`src/rtl/sad_row_pkg.sv`:
```
package sad_row_pkg;

    localparam int PIX_W  = 8;
    localparam int SUM_W  = 16;
    localparam int K_MAX  = 64;
    localparam int IDX_W  = $clog2(K_MAX);
    localparam int KCNT_W = IDX_W + 1;

    typedef struct packed {
        logic             vld;
        logic             first;
        logic             last;
        logic [IDX_W-1:0] cand;
    } slot_tag_t;

    function automatic logic [KCNT_W-1:0] k_of_sel(input logic [1:0] sel);
        logic [KCNT_W-1:0] k;
        case (sel)
            2'd0:    k = KCNT_W'(16);
            2'd1:    k = KCNT_W'(32);
            default: k = KCNT_W'(64);
        endcase
        return k;
    endfunction

    function automatic logic [PIX_W-1:0] abs_diff(input logic [PIX_W-1:0] a,
                                                  input logic [PIX_W-1:0] b);
        return (a >= b) ? (a - b) : (b - a);
    endfunction

endpackage

```
`src/rtl/sad_pe.sv`:
```
module sad_pe
    import sad_row_pkg::*;
(
    input  logic             clk,
    input  logic             rst,
    input  logic             sel_in,
    input  logic [PIX_W-1:0] tpl_bus,
    input  logic [PIX_W-1:0] sa_bus0,
    input  logic [PIX_W-1:0] sa_bus1,
    input  logic [PIX_W-1:0] lo_in,
    input  logic [PIX_W-1:0] hi_in,
    output logic [PIX_W-1:0] lo_out,
    output logic [PIX_W-1:0] hi_out
);
    logic [PIX_W-1:0] tpl_q, tpl_eff, pix, dif;
    logic             use1_q, use1;
    logic             cy_q;
    logic [PIX_W:0]   sum_lo;

    always_comb begin
        tpl_eff = sel_in ? tpl_bus : tpl_q;
        use1    = sel_in ? ~use1_q : use1_q;
        pix     = use1 ? sa_bus1 : sa_bus0;
        dif     = abs_diff(tpl_eff, pix);
        sum_lo  = {1'b0, lo_in} + {1'b0, dif};
    end

    // Low byte and its carry are registered; the high byte adds that carry one
    // slot later, so the per-slot path is one 8-bit add behind the subtractor.
    always_ff @(posedge clk) begin
        if (rst) begin
            tpl_q  <= '0;
            use1_q <= 1'b1;
            lo_out <= '0;
            cy_q   <= 1'b0;
            hi_out <= '0;
        end else begin
            tpl_q  <= tpl_eff;
            use1_q <= use1;
            lo_out <= sum_lo[PIX_W-1:0];
            cy_q   <= sum_lo[PIX_W];
            hi_out <= hi_in + {{(PIX_W-1){1'b0}}, cy_q};
        end
    end
endmodule

```
`src/rtl/sad_row_seq.sv`:
```
module sad_row_seq
    import sad_row_pkg::*;
#(
    parameter int N = 16
) (
    input  logic              clk,
    input  logic              rst,
    input  logic              run,
    input  logic [1:0]        k_sel,
    output logic [N-1:0]      sel_vec,
    output logic [KCNT_W-1:0] k_cur,
    output slot_tag_t         tag_out
);
    localparam int ROW_W = (N > 1) ? $clog2(N) : 1;
    localparam int DEPTH = N + 1;

    logic [IDX_W-1:0] cnt;
    logic [ROW_W-1:0] row;
    logic [N-1:0]     sel_q;
    logic             pulse;
    slot_tag_t        tag_now;
    slot_tag_t        pipe [DEPTH];

    assign pulse   = run && (cnt == '0);
    assign sel_vec = sel_q | {{(N-1){1'b0}}, pulse};

    always_comb begin
        tag_now.vld   = run;
        tag_now.first = (row == '0);
        tag_now.last  = (row == ROW_W'(N-1));
        tag_now.cand  = cnt;
    end

    always_ff @(posedge clk) begin
        if (rst) begin
            k_cur <= k_of_sel(2'd0);
            cnt   <= '0;
            row   <= '0;
            sel_q <= '0;
        end else begin
            sel_q <= {sel_vec[N-2:0], 1'b0};
            if (!run) begin
                k_cur <= k_of_sel(k_sel);
                cnt   <= '0;
                row   <= '0;
            end else if ({1'b0, cnt} == k_cur - KCNT_W'(1)) begin
                cnt <= '0;
                row <= (row == ROW_W'(N-1)) ? '0 : row + ROW_W'(1);
            end else begin
                cnt <= cnt + IDX_W'(1);
            end
        end
    end

    // The tag rides alongside the partial sum until the row contribution is complete.
    for (genvar i = 0; i < DEPTH; i++) begin : g_tag
        always_ff @(posedge clk) begin
            if (rst) pipe[i] <= '0;
            else     pipe[i] <= (i == 0) ? tag_now : pipe[(i == 0) ? 0 : i-1];
        end
    end

    assign tag_out = pipe[DEPTH-1];
endmodule

```
`src/rtl/sad_row_accum.sv`:
```
module sad_row_accum
    import sad_row_pkg::*;
(
    input  logic             clk,
    input  logic             rst,
    input  slot_tag_t        tag,
    input  logic [PIX_W-1:0] lo_last,
    input  logic [PIX_W-1:0] hi_last,
    output logic             sad_vld,
    output logic [IDX_W-1:0] sad_idx,
    output logic [SUM_W-1:0] sad_out
);
    logic [SUM_W-1:0] part [K_MAX];
    logic [PIX_W-1:0] lo_d;
    logic [SUM_W-1:0] contrib, base, total;

    always_comb begin
        contrib = {hi_last, lo_d};
        base    = tag.first ? '0 : part[tag.cand];
        total   = base + contrib;
    end

    always_ff @(posedge clk) begin
        if (tag.vld) part[tag.cand] <= total;
    end

    always_ff @(posedge clk) begin
        if (rst) begin
            lo_d    <= '0;
            sad_vld <= 1'b0;
            sad_idx <= '0;
            sad_out <= '0;
        end else begin
            lo_d    <= lo_last;
            sad_vld <= tag.vld && tag.last;
            if (tag.vld && tag.last) begin
                sad_idx <= tag.cand;
                sad_out <= total;
            end
        end
    end
endmodule

```
`src/rtl/sad_row_engine.sv`:
```
module sad_row_engine
    import sad_row_pkg::*;
#(
    parameter int N = 16
) (
    input  logic             clk,
    input  logic             rst,
    input  logic             run,
    input  logic [1:0]       k_sel,
    input  logic [7:0]       tpl_bus,
    input  logic [7:0]       sa_bus0,
    input  logic [7:0]       sa_bus1,
    output logic             sad_vld,
    output logic [5:0]       sad_idx,
    output logic [15:0]      sad_out
);
    logic [N-1:0]      sel_vec;
    logic [KCNT_W-1:0] k_cur;
    slot_tag_t         tag;
    logic [PIX_W-1:0]  lo_w [N+1];
    logic [PIX_W-1:0]  hi_w [N+1];

    assign lo_w[0] = '0;
    assign hi_w[0] = '0;

    sad_row_seq #(.N(N)) u_seq (
        .clk     (clk),
        .rst     (rst),
        .run     (run),
        .k_sel   (k_sel),
        .sel_vec (sel_vec),
        .k_cur   (k_cur),
        .tag_out (tag)
    );

    // Column 0 is the rightmost PE; partial sums travel toward higher columns.
    for (genvar n = 0; n < N; n++) begin : g_pe
        sad_pe u_pe (
            .clk     (clk),
            .rst     (rst),
            .sel_in  (sel_vec[n]),
            .tpl_bus (tpl_bus),
            .sa_bus0 (sa_bus0),
            .sa_bus1 (sa_bus1),
            .lo_in   (lo_w[n]),
            .hi_in   (hi_w[n]),
            .lo_out  (lo_w[n+1]),
            .hi_out  (hi_w[n+1])
        );
    end

    sad_row_accum u_acc (
        .clk     (clk),
        .rst     (rst),
        .tag     (tag),
        .lo_last (lo_w[N]),
        .hi_last (hi_w[N]),
        .sad_vld (sad_vld),
        .sad_idx (sad_idx),
        .sad_out (sad_out)
    );
endmodule

```
`config.mk`:
```
export PLATFORM = sky130hd
export DESIGN_NAME = sad_row_engine
export DESIGN_NICKNAME = d
export VERILOG_FILES = /design/src/rtl/sad_row_pkg.sv /design/src/rtl/sad_pe.sv /design/src/rtl/sad_row_seq.sv /design/src/rtl/sad_row_accum.sv /design/src/rtl/sad_row_engine.sv
export SDC_FILE = /design/constraint.sdc
export NUM_CORES = 2
export LEC_CHECK = 0
export BUFFER_PORTS_ARGS = -buffer_cell sky130_fd_sc_hd__buf_2
export CAP_MARGIN = 5
export CELL_PAD_IN_SITES_DETAIL_PLACEMENT = 1
export CELL_PAD_IN_SITES_GLOBAL_PLACEMENT = 1
export CORE_ASPECT_RATIO = 1.25
export CORE_MARGIN = 5
export CORE_UTILIZATION = 53
export DETAILED_ROUTE_END_ITERATION = 10
export GPL_TIMING_DRIVEN = 0
export PLACE_DENSITY_LB_ADDON = 0.1
export SKIP_LAST_GASP = 1
export SLEW_MARGIN = 20
export SYNTH_ARGS = -nofsm -noshare
export SYNTH_HDL_FRONTEND = slang
export SYNTH_SLANG_ARGS = --single-unit
```
`constraint.sdc`:
```
create_clock -name clk -period 8.3 [get_ports clk]
set_input_delay 2.49 -clock clk [delete_from_list [all_inputs] [get_ports clk]]
set_output_delay 2.49 -clock clk [all_outputs]
set_load 0.01 [all_outputs]
```
### Yosys cells after proc, flatten, opt, wreduce, memory -nomap -nowiden

Memories as Yosys holds them, arrays and structs flattened.
Cells that the tools add are included.

* bits in registers: 464
* memory bits (writable): 1177
* bits of input ports: 29
* output and inout bits: 23
* logic and storage cells: 304
* memories: 2

* $add $sub $neg: 65
* order comparisons: 16
* equal/unequal tests: 3
* multiplexer cells: 89
* bitwise operators: 35
* reduce and logical (&&, ||, !) cells: 7

Memory list
* u_acc.part: words 64, bits a word 16, rd ports 1, clocked after Yosys merged registers in 0, wr ports 1, line sad_row_accum.sv:13 `logic [SUM_W-1:0] part [K_MAX];`
* u_seq.pipe: words 17, bits a word 9, rd ports 17, clocked after Yosys merged registers in 0, wr ports 17, line sad_row_seq.sv:22 `slot_tag_t pipe [DEPTH];`

Operators with widths (count)
* 8-bit 2-to-1 mux: 48
* 8-bit subtractor: 32
* 9-bit 2-to-1 mux: 17
* 8-bit by 8-bit adder with 9-bit output: 15
* 8-bit >= comparator: 16
* 8-bit by 1-bit adder with 8-bit output: 13
* 1-bit 2-to-1 mux: 21
* 1-bit inverter: 17
* 1-bit bitwise OR: 17
* 16-bit adder: 1
* 16-bit 2-to-1 mux: 1
* 16-bit by 1-bit bitwise OR with 16-bit output: 1
* 7-bit one-hot mux with 2 select lines: 1
* 6-bit by 7-bit == test with 1-bit output: 1
* 7-bit by 1-bit subtractor with 7-bit output (second input constant): 1
* 6-bit by 1-bit adder with 6-bit output (second input constant): 1
* 6-bit zero test: 1
* 4-bit by 1-bit adder with 4-bit output (second input constant): 1
* 4-bit == test (second input constant): 1
* 4-bit zero test: 1
* 4-bit 2-to-1 mux: 1
* 3-bit OR reduction: 1
* 1-bit by 1-bit adder with 2-bit output: 1
* 2-bit by 1-bit == test with 1-bit output (second input constant): 1
* 3 further kinds: 4

### Depth between registers and ports, before layout

* depth after elaboration: 8
* mapped depth: 23
* gate-level depth less buffers: 22

### By module

From an unflattened synthesis, not the netlist that was laid out.

* cell total of the unflattened synthesis: 5981
* area, all modules: 74460.2 µm²

By module, submodules not included
* sad_row_accum: instances 1, cells each 2201, area each 39088.7 µm², seq. area each 31370.1 µm²
* sad_pe (g_pe[0].u_pe ...): instances 15, cells each 209, area each 1886.8 µm², seq. area each 520.5 µm²
* sad_row_seq: instances 1, cells each 431, area each 5161.2 µm², seq. area each 3623.5 µm²
* sad_pe (g_pe[9].u_pe): instances 1, cells each 213, area each 1904.3 µm², seq. area each 520.5 µm²
* sad_row_engine: instances 1, cells each 1, area each 3.8 µm², seq. area each 0.0 µm²

### Least setup slack after synthesis

OpenSTA, ideal clock, no wires.

* path kind: input to register
* start: in sa_bus0[0]
* end: reg g_pe[14].u_pe.lo_out[7]
* library setup time: 0.128 ns
* arrival: 6.423 ns
* required time: 8.172 ns
* slack: 1.749 ns
* stages on the path: 21
* buffers on the path: 2
* path through: clkbuf_1 -> mux2_2 -> ha_1 -> fa_1 -> nor2b_1 -> o21ai_0 -> a31oi_1 -> o211ai_1 -> nand2_1 -> clkbuf_1 -> mux2_2 -> a211oi_1 -> xnor2_1 -> ha_1 -> inv_1 -> o21bai_1 -> a21oi_1 -> o21bai_1 -> a21oi_1 -> xor2_1 -> nor2_1

* cells in the longest elaborated chain, start to end: 4
* elaborated cells between the ends (all ways): 6
* those cells by class: add/sub (3); order compare (1); mux (2)

Ends and longest elaborated chain
* start: declaration: line sad_row_engine.sv:11 `input logic [7:0] sa_bus0,`
* 8-bit 2-to-1 mux (*): line sad_pe.sv:23 `pix = use1 ? sa_bus1 : sa_bus0;`
* 8-bit subtractor / 8-bit >= comparator (equally long branches): line sad_row_pkg.sv:28 `return (a >= b) ? (a - b) : (b - a);`
* 8-bit 2-to-1 mux (*): line sad_row_pkg.sv:28
* 8-bit by 8-bit adder with 9-bit output (*): line sad_pe.sv:25 `sum_lo = {1'b0, lo_in} + {1'b0, dif};`
* end signal: assignment: line sad_pe.sv:40 `lo_out <= sum_lo[PIX_W-1:0];`
* end: declaration: line sad_pe.sv:12 `output logic [PIX_W-1:0] lo_out,`

Every way passes the cells marked *; elsewhere a longest branch is shown, timed or not.
A chain may end at the register's enable or synchronous reset.

==> out/results.md <==
| Item | Value | Unit |
|:---|:---|:---|
| Run status | finished, violations left | - |
| Violations in the final reports | negative setup slack | - |
| Initial antenna violation count | 14 | - |
| Fmax | 118 | MHz |
| Effective utilization at floorplan | 53.4 | % |
| Cell area after synthesis | 71500 | um2 |
| Portion of synthesized cell area occupied by the leading cell type | 43.0 | % |
| Top cells by area in the synthesized netlist | sky130_fd_sc_hd__edfxtp_1 43%, sky130_fd_sc_hd__dfxtp_1 17%, sky130_fd_sc_hd__ha_1 7.1%, sky130_fd_sc_hd__a22oi_1 3.0%, sky130_fd_sc_hd__mux2i_1 2.8% | - |
| CP Data Required Time | 8870 | ps |
| CTS tree | built | - |
| Most common flop cell mapped by yosys | sky130_fd_sc_hd__edfxtp_1 | - |
| Classification of the worst-slack hold path | reg2reg | - |
| Final routed wire length divided by cell count | 33.9 | um |
| Number of buffers on the longest clock path | 3 | - |
| Layout Nets | 6479 | - |
| Count of buffers from port buffering | 50 | - |
| Number of distinct library cells after synthesis | 78 | - |
| Total Power Consumption | 0.0195 | W |
| First drt pass iteration count | 6 | - |
| Average size of a mapped cell | 12.5 | um2 |
| Top cell types by occurrence after synthesis | 1024 x sky130_fd_sc_hd__edfxtp_1, 591 x sky130_fd_sc_hd__dfxtp_1, 428 x sky130_fd_sc_hd__nor2_1 | - |
| Share of post-route cells with drive strength above 1 | 12.0 | % |
| Setup clock skew after layout | 33.4 | ps |
| Placed wire-length estimate | 184000 | um |
| Number of failing hold endpoints at the final stage | 0 | - |
| Arrival time of data at the critical path endpoint | 9020 | ps |
| Total number of vias | 51100 | - |
| Pin count of the biggest net entering global routing | 57 | - |
| Count of hold-fix buffers inserted at cts | 0 | - |
| Global-route track usage on met2 | 63.4 | % |
| Vias in the first global route | 53100 | - |
| Global-route congestion overflow total | 0 | - |
| Count of routing violations after the opening detailed-route iteration | 5754 | - |
| Final min period | 8450 | ps |
| Endpoint type of the worst setup path | flip-flop | - |
| Synth async-reset ratio | 0 | % |
| Most congested layer reported by global routing | met2 | - |
| Synth warn | 0 | - |
| Root buffer cell | sky130_fd_sc_hd__clkbuf_16 | - |
| H-tree depth | 4 | - |
| Sequential-to-total area share from yosys stat | 59.5 | % |
| Avg Vias per Cell | 6.48 | - |
| Boundary Pins | 52 | - |
| Synth Net Count | 6204 | - |
| Internal power | 0.0142 | W |
| Switching power of the nets | 0.00527 | W |
| Remaining antenna violation count | 0 | - |
| Kind of launch point of the worst setup path | flip-flop | - |
| Clock power frac | 36.7 | % |
| Std-Cell Core Area | 134000 | um2 |
| Number of clock sinks | 1615 | - |
| Number of synthesized flops with an enable pin | 1024 | - |
| Biggest area consumer among synthesized cells | sky130_fd_sc_hd__edfxtp_1 | - |
| Detailed-route DRC error count | 0 | - |
| Wire length of the first global-routing pass | 378000 | um |
| Count of max-cap constraint violations | 0 | - |
| Synthesized flop and latch total | 1615 | - |
| Slew margin rel. | 12.0 | % |
| Worst setup margin | -152 | ps |
| Final hold slack | 428 | ps |
| Final clock period utilization by the worst path | 102 | % |
| Util after Layout | 60.3 | % |
| Number of failing setup endpoints in the final timing report | 70 | - |
| Combinational fraction of design power | 15.9 | % |
| Fraction of power spent switching nets | 27.1 | % |
| Register clock-pin slew on the reported worst setup and hold paths | 60 | ps |
| Clk_lat worst skew | 830 | ps |
| Start-to-end type of the worst setup path | reg2reg | - |
| GRT Overall Usage | 37.2 | % |
| Power density normalized to cell area | 241 | nW/um2 |
| Drt total wl | 267000 | um |
| TritonCTS Buffers | 157 | - |
| Global placement routability congestion | 1.00 | - |
| Cell leakage power | 30.6 | nW |
| Total count of max-transition violations in the final report | 0 | - |
| GR Util met3 | 9.56 | % |
| M1 GR Usage | 39.5 | % |
| DIE WIDTH | 339 | um |
| Tightest Pin Transition | 1320 | ps |
| Sequential group share of total power | 47.4 | % |
| Maximum VDD drop | 0.175 | mV |
| Biggest fanout along the worst timing path | 21 | - |
| Die outline height | 421 | um |
| Unrepaired setup endpoints after global routing | no | - |
| DIE AREA | 142000 | um2 |
| Synthesized instance count | 5719 | - |
| Row Count | 150 | - |
| Placed insts | 7586 | - |
| Fin cells | 7879 | - |
| Growth of design area from synthesis to finish | 12.9 | % |
| Count leader, synth | sky130_fd_sc_hd__edfxtp_1 | - |
layout make-up:
type / count / area, um2
buffer: 260 / 1160
sequential: 1615 / 42600
inverter: 379 / 1420
clock buffer: 197 / 4300
clock inverter: 87 / 757
tap: 1748 / 2190
antenna: 12 / 30.0
multi-input combinational: 3461 / 27200
timing repair buffer: 120 / 1170
fill: 13300 / 53200
power by group through the flow:
stage | clock [W] | combinational (W) | sequential, W
4_1_cts | 0.00717 | 0.00308 | 0.00923
2_1_floorplan | 0 | 0.00195 | 0.00937
6_report | 0.00715 | 0.00310 | 0.00922
3_3_place_gp | 0 | 0.00274 | 0.00949
5_1_grt | 0.00756 | 0.00338 | 0.00924
3_5_place_dp | 0 | 0.00304 | 0.00940
stage by stage:
step / worst slack, ps / cell area (um2) / TNS, ps
floorplan: 1750 / 71500 / 0
global placement: -4650 / 74000 / -3501350
detailed placement: -501 / 75500 / -72220
CTS: 9.38 / 80700 / 0
global route: 8.36 / 80800 / 0
finish: -152 / 80800 / -4590
worst max-delay path: stages, from the launching register on:
cell and delay, ps:
sky130_fd_sc_hd__dfxtp_1 310, sky130_fd_sc_hd__clkbuf_1 400, sky130_fd_sc_hd__and3b_1 590, sky130_fd_sc_hd__clkbuf_1 780, sky130_fd_sc_hd__buf_2 590, sky130_fd_sc_hd__clkbuf_1 1000, sky130_fd_sc_hd__a22oi_1 280, sky130_fd_sc_hd__a31oi_1 460
sky130_fd_sc_hd__nor4_4 100, sky130_fd_sc_hd__buf_6 170, sky130_fd_sc_hd__a31oi_1 580, sky130_fd_sc_hd__ha_4 260, sky130_fd_sc_hd__a211oi_1 100, sky130_fd_sc_hd__o21bai_1 160, sky130_fd_sc_hd__a21oi_1 170, sky130_fd_sc_hd__nand4b_1 250
sky130_fd_sc_hd__a31o_2 260, sky130_fd_sc_hd__o21a_1 240, sky130_fd_sc_hd__o21ai_0 590, sky130_fd_sc_hd__xnor2_2 410, sky130_fd_sc_hd__buf_6 280, sky130_fd_sc_hd__buf_6 170
cells by family (layout without fill, tap and decap cells):
family	after synthesis	in the layout	synth area share [%]
DFF	1615	1615	59.5
xor gates and xnor gates	251	251	3.07
other	0	12	0
adders and majority gates	456	456	8.48
and+or+nand+nor	1163	1163	8.23
AOI/OAI and AO/OA	1248	1248	12.3
buffers and inverters	643	1043	3.38
muxes	343	343	5.06
timing repair:
| item | CTS | global route |
|---|---|---|
| endpoints found under the hold margin | 0 | 0 |
| endpoints found under the setup margin | 304 | 161 |
| pin swaps | 0 | 0 |
| resized for setup | 18 | 44 |
| buffers inserted | 0 | 0 |
path summary, 6_finish.rpt:
kind,start,end,slack [ps],depth (start not counted)
worst max-delay path,u_seq.pipe[16][0]$_SDFF_PP0_,u_acc.part[38][15]$_DFFE_PP_,-150,21
worst min-delay path,u_seq.pipe[6][4]$_SDFF_PP0_,u_seq.pipe[7][4]$_SDFF_PP0_,430,1
worst max register to register,u_seq.pipe[16][0]$_SDFF_PP0_,u_acc.part[38][15]$_DFFE_PP_,-150,21
worst min register to register,u_seq.pipe[6][4]$_SDFF_PP0_,u_seq.pipe[7][4]$_SDFF_PP0_,430,1
sequential cells by signal (all words and copies together), names as in the netlist, 6 cells and up:
register,flops
u_acc.part,1024
u_seq.pipe,153
g_pe.u_pe.lo_out,128
g_pe.u_pe.tpl_q,128
g_pe.u_pe.hi_out,92
g_pe.u_pe.use1_q,16
u_acc.sad_out,16
g_pe.u_pe.cy_q,15
u_seq.sel_q,15
u_acc.lo_d,8
u_acc.sad_idx,6
u_seq.cnt,6
layout by cell type, fill, tap and decap left out, types with 52 or more instances in the layout:
| master | netlist | final |
|---|---|---|
| sky130_fd_sc_hd__nand3_1 | 61 | 61 |
| sky130_fd_sc_hd__dfxtp_1 | 591 | 591 |
| sky130_fd_sc_hd__a21oi_1 | 230 | 229 |
| sky130_fd_sc_hd__mux2i_1 | 197 | 197 |
| sky130_fd_sc_hd__a22o_1 | 113 | 113 |
| sky130_fd_sc_hd__ha_1 | 408 | 407 |
| sky130_fd_sc_hd__nor2b_1 | 299 | 299 |
| sky130_fd_sc_hd__clkbuf_16 | 0 | 165 |
| sky130_fd_sc_hd__a221oi_1 | 121 | 121 |
| sky130_fd_sc_hd__inv_1 | 379 | 379 |
| sky130_fd_sc_hd__a31oi_1 | 127 | 124 |
| sky130_fd_sc_hd__a21o_1 | 63 | 63 |
| sky130_fd_sc_hd__edfxtp_1 | 1024 | 1024 |
| sky130_fd_sc_hd__a22oi_1 | 288 | 288 |
| sky130_fd_sc_hd__xnor2_1 | 153 | 141 |
| sky130_fd_sc_hd__nand2_1 | 123 | 123 |
| sky130_fd_sc_hd__o21bai_1 | 54 | 54 |
| sky130_fd_sc_hd__nor2_1 | 428 | 370 |
| sky130_fd_sc_hd__mux2_2 | 145 | 145 |
| sky130_fd_sc_hd__clkbuf_2 | 0 | 71 |
| sky130_fd_sc_hd__buf_2 | 3 | 79 |
| sky130_fd_sc_hd__xor2_1 | 98 | 97 |
| sky130_fd_sc_hd__o21ai_0 | 113 | 113 |
| sky130_fd_sc_hd__buf_6 | 0 | 52 |
| sky130_fd_sc_hd__clkbuf_1 | 205 | 162 |
layer usage:
| metal | share of wire [%] | up-vias |
|---|---|---|
| met1 | 33 | 25400 |
| met4 | 9.6 | 4 |
| met2 | 48 | 2992 |
| met5 | 0.0082 | - |
| met3 | 9.1 | 1101 |
| li1 | - | 21600 |
(Power assumes the default switching activity.)
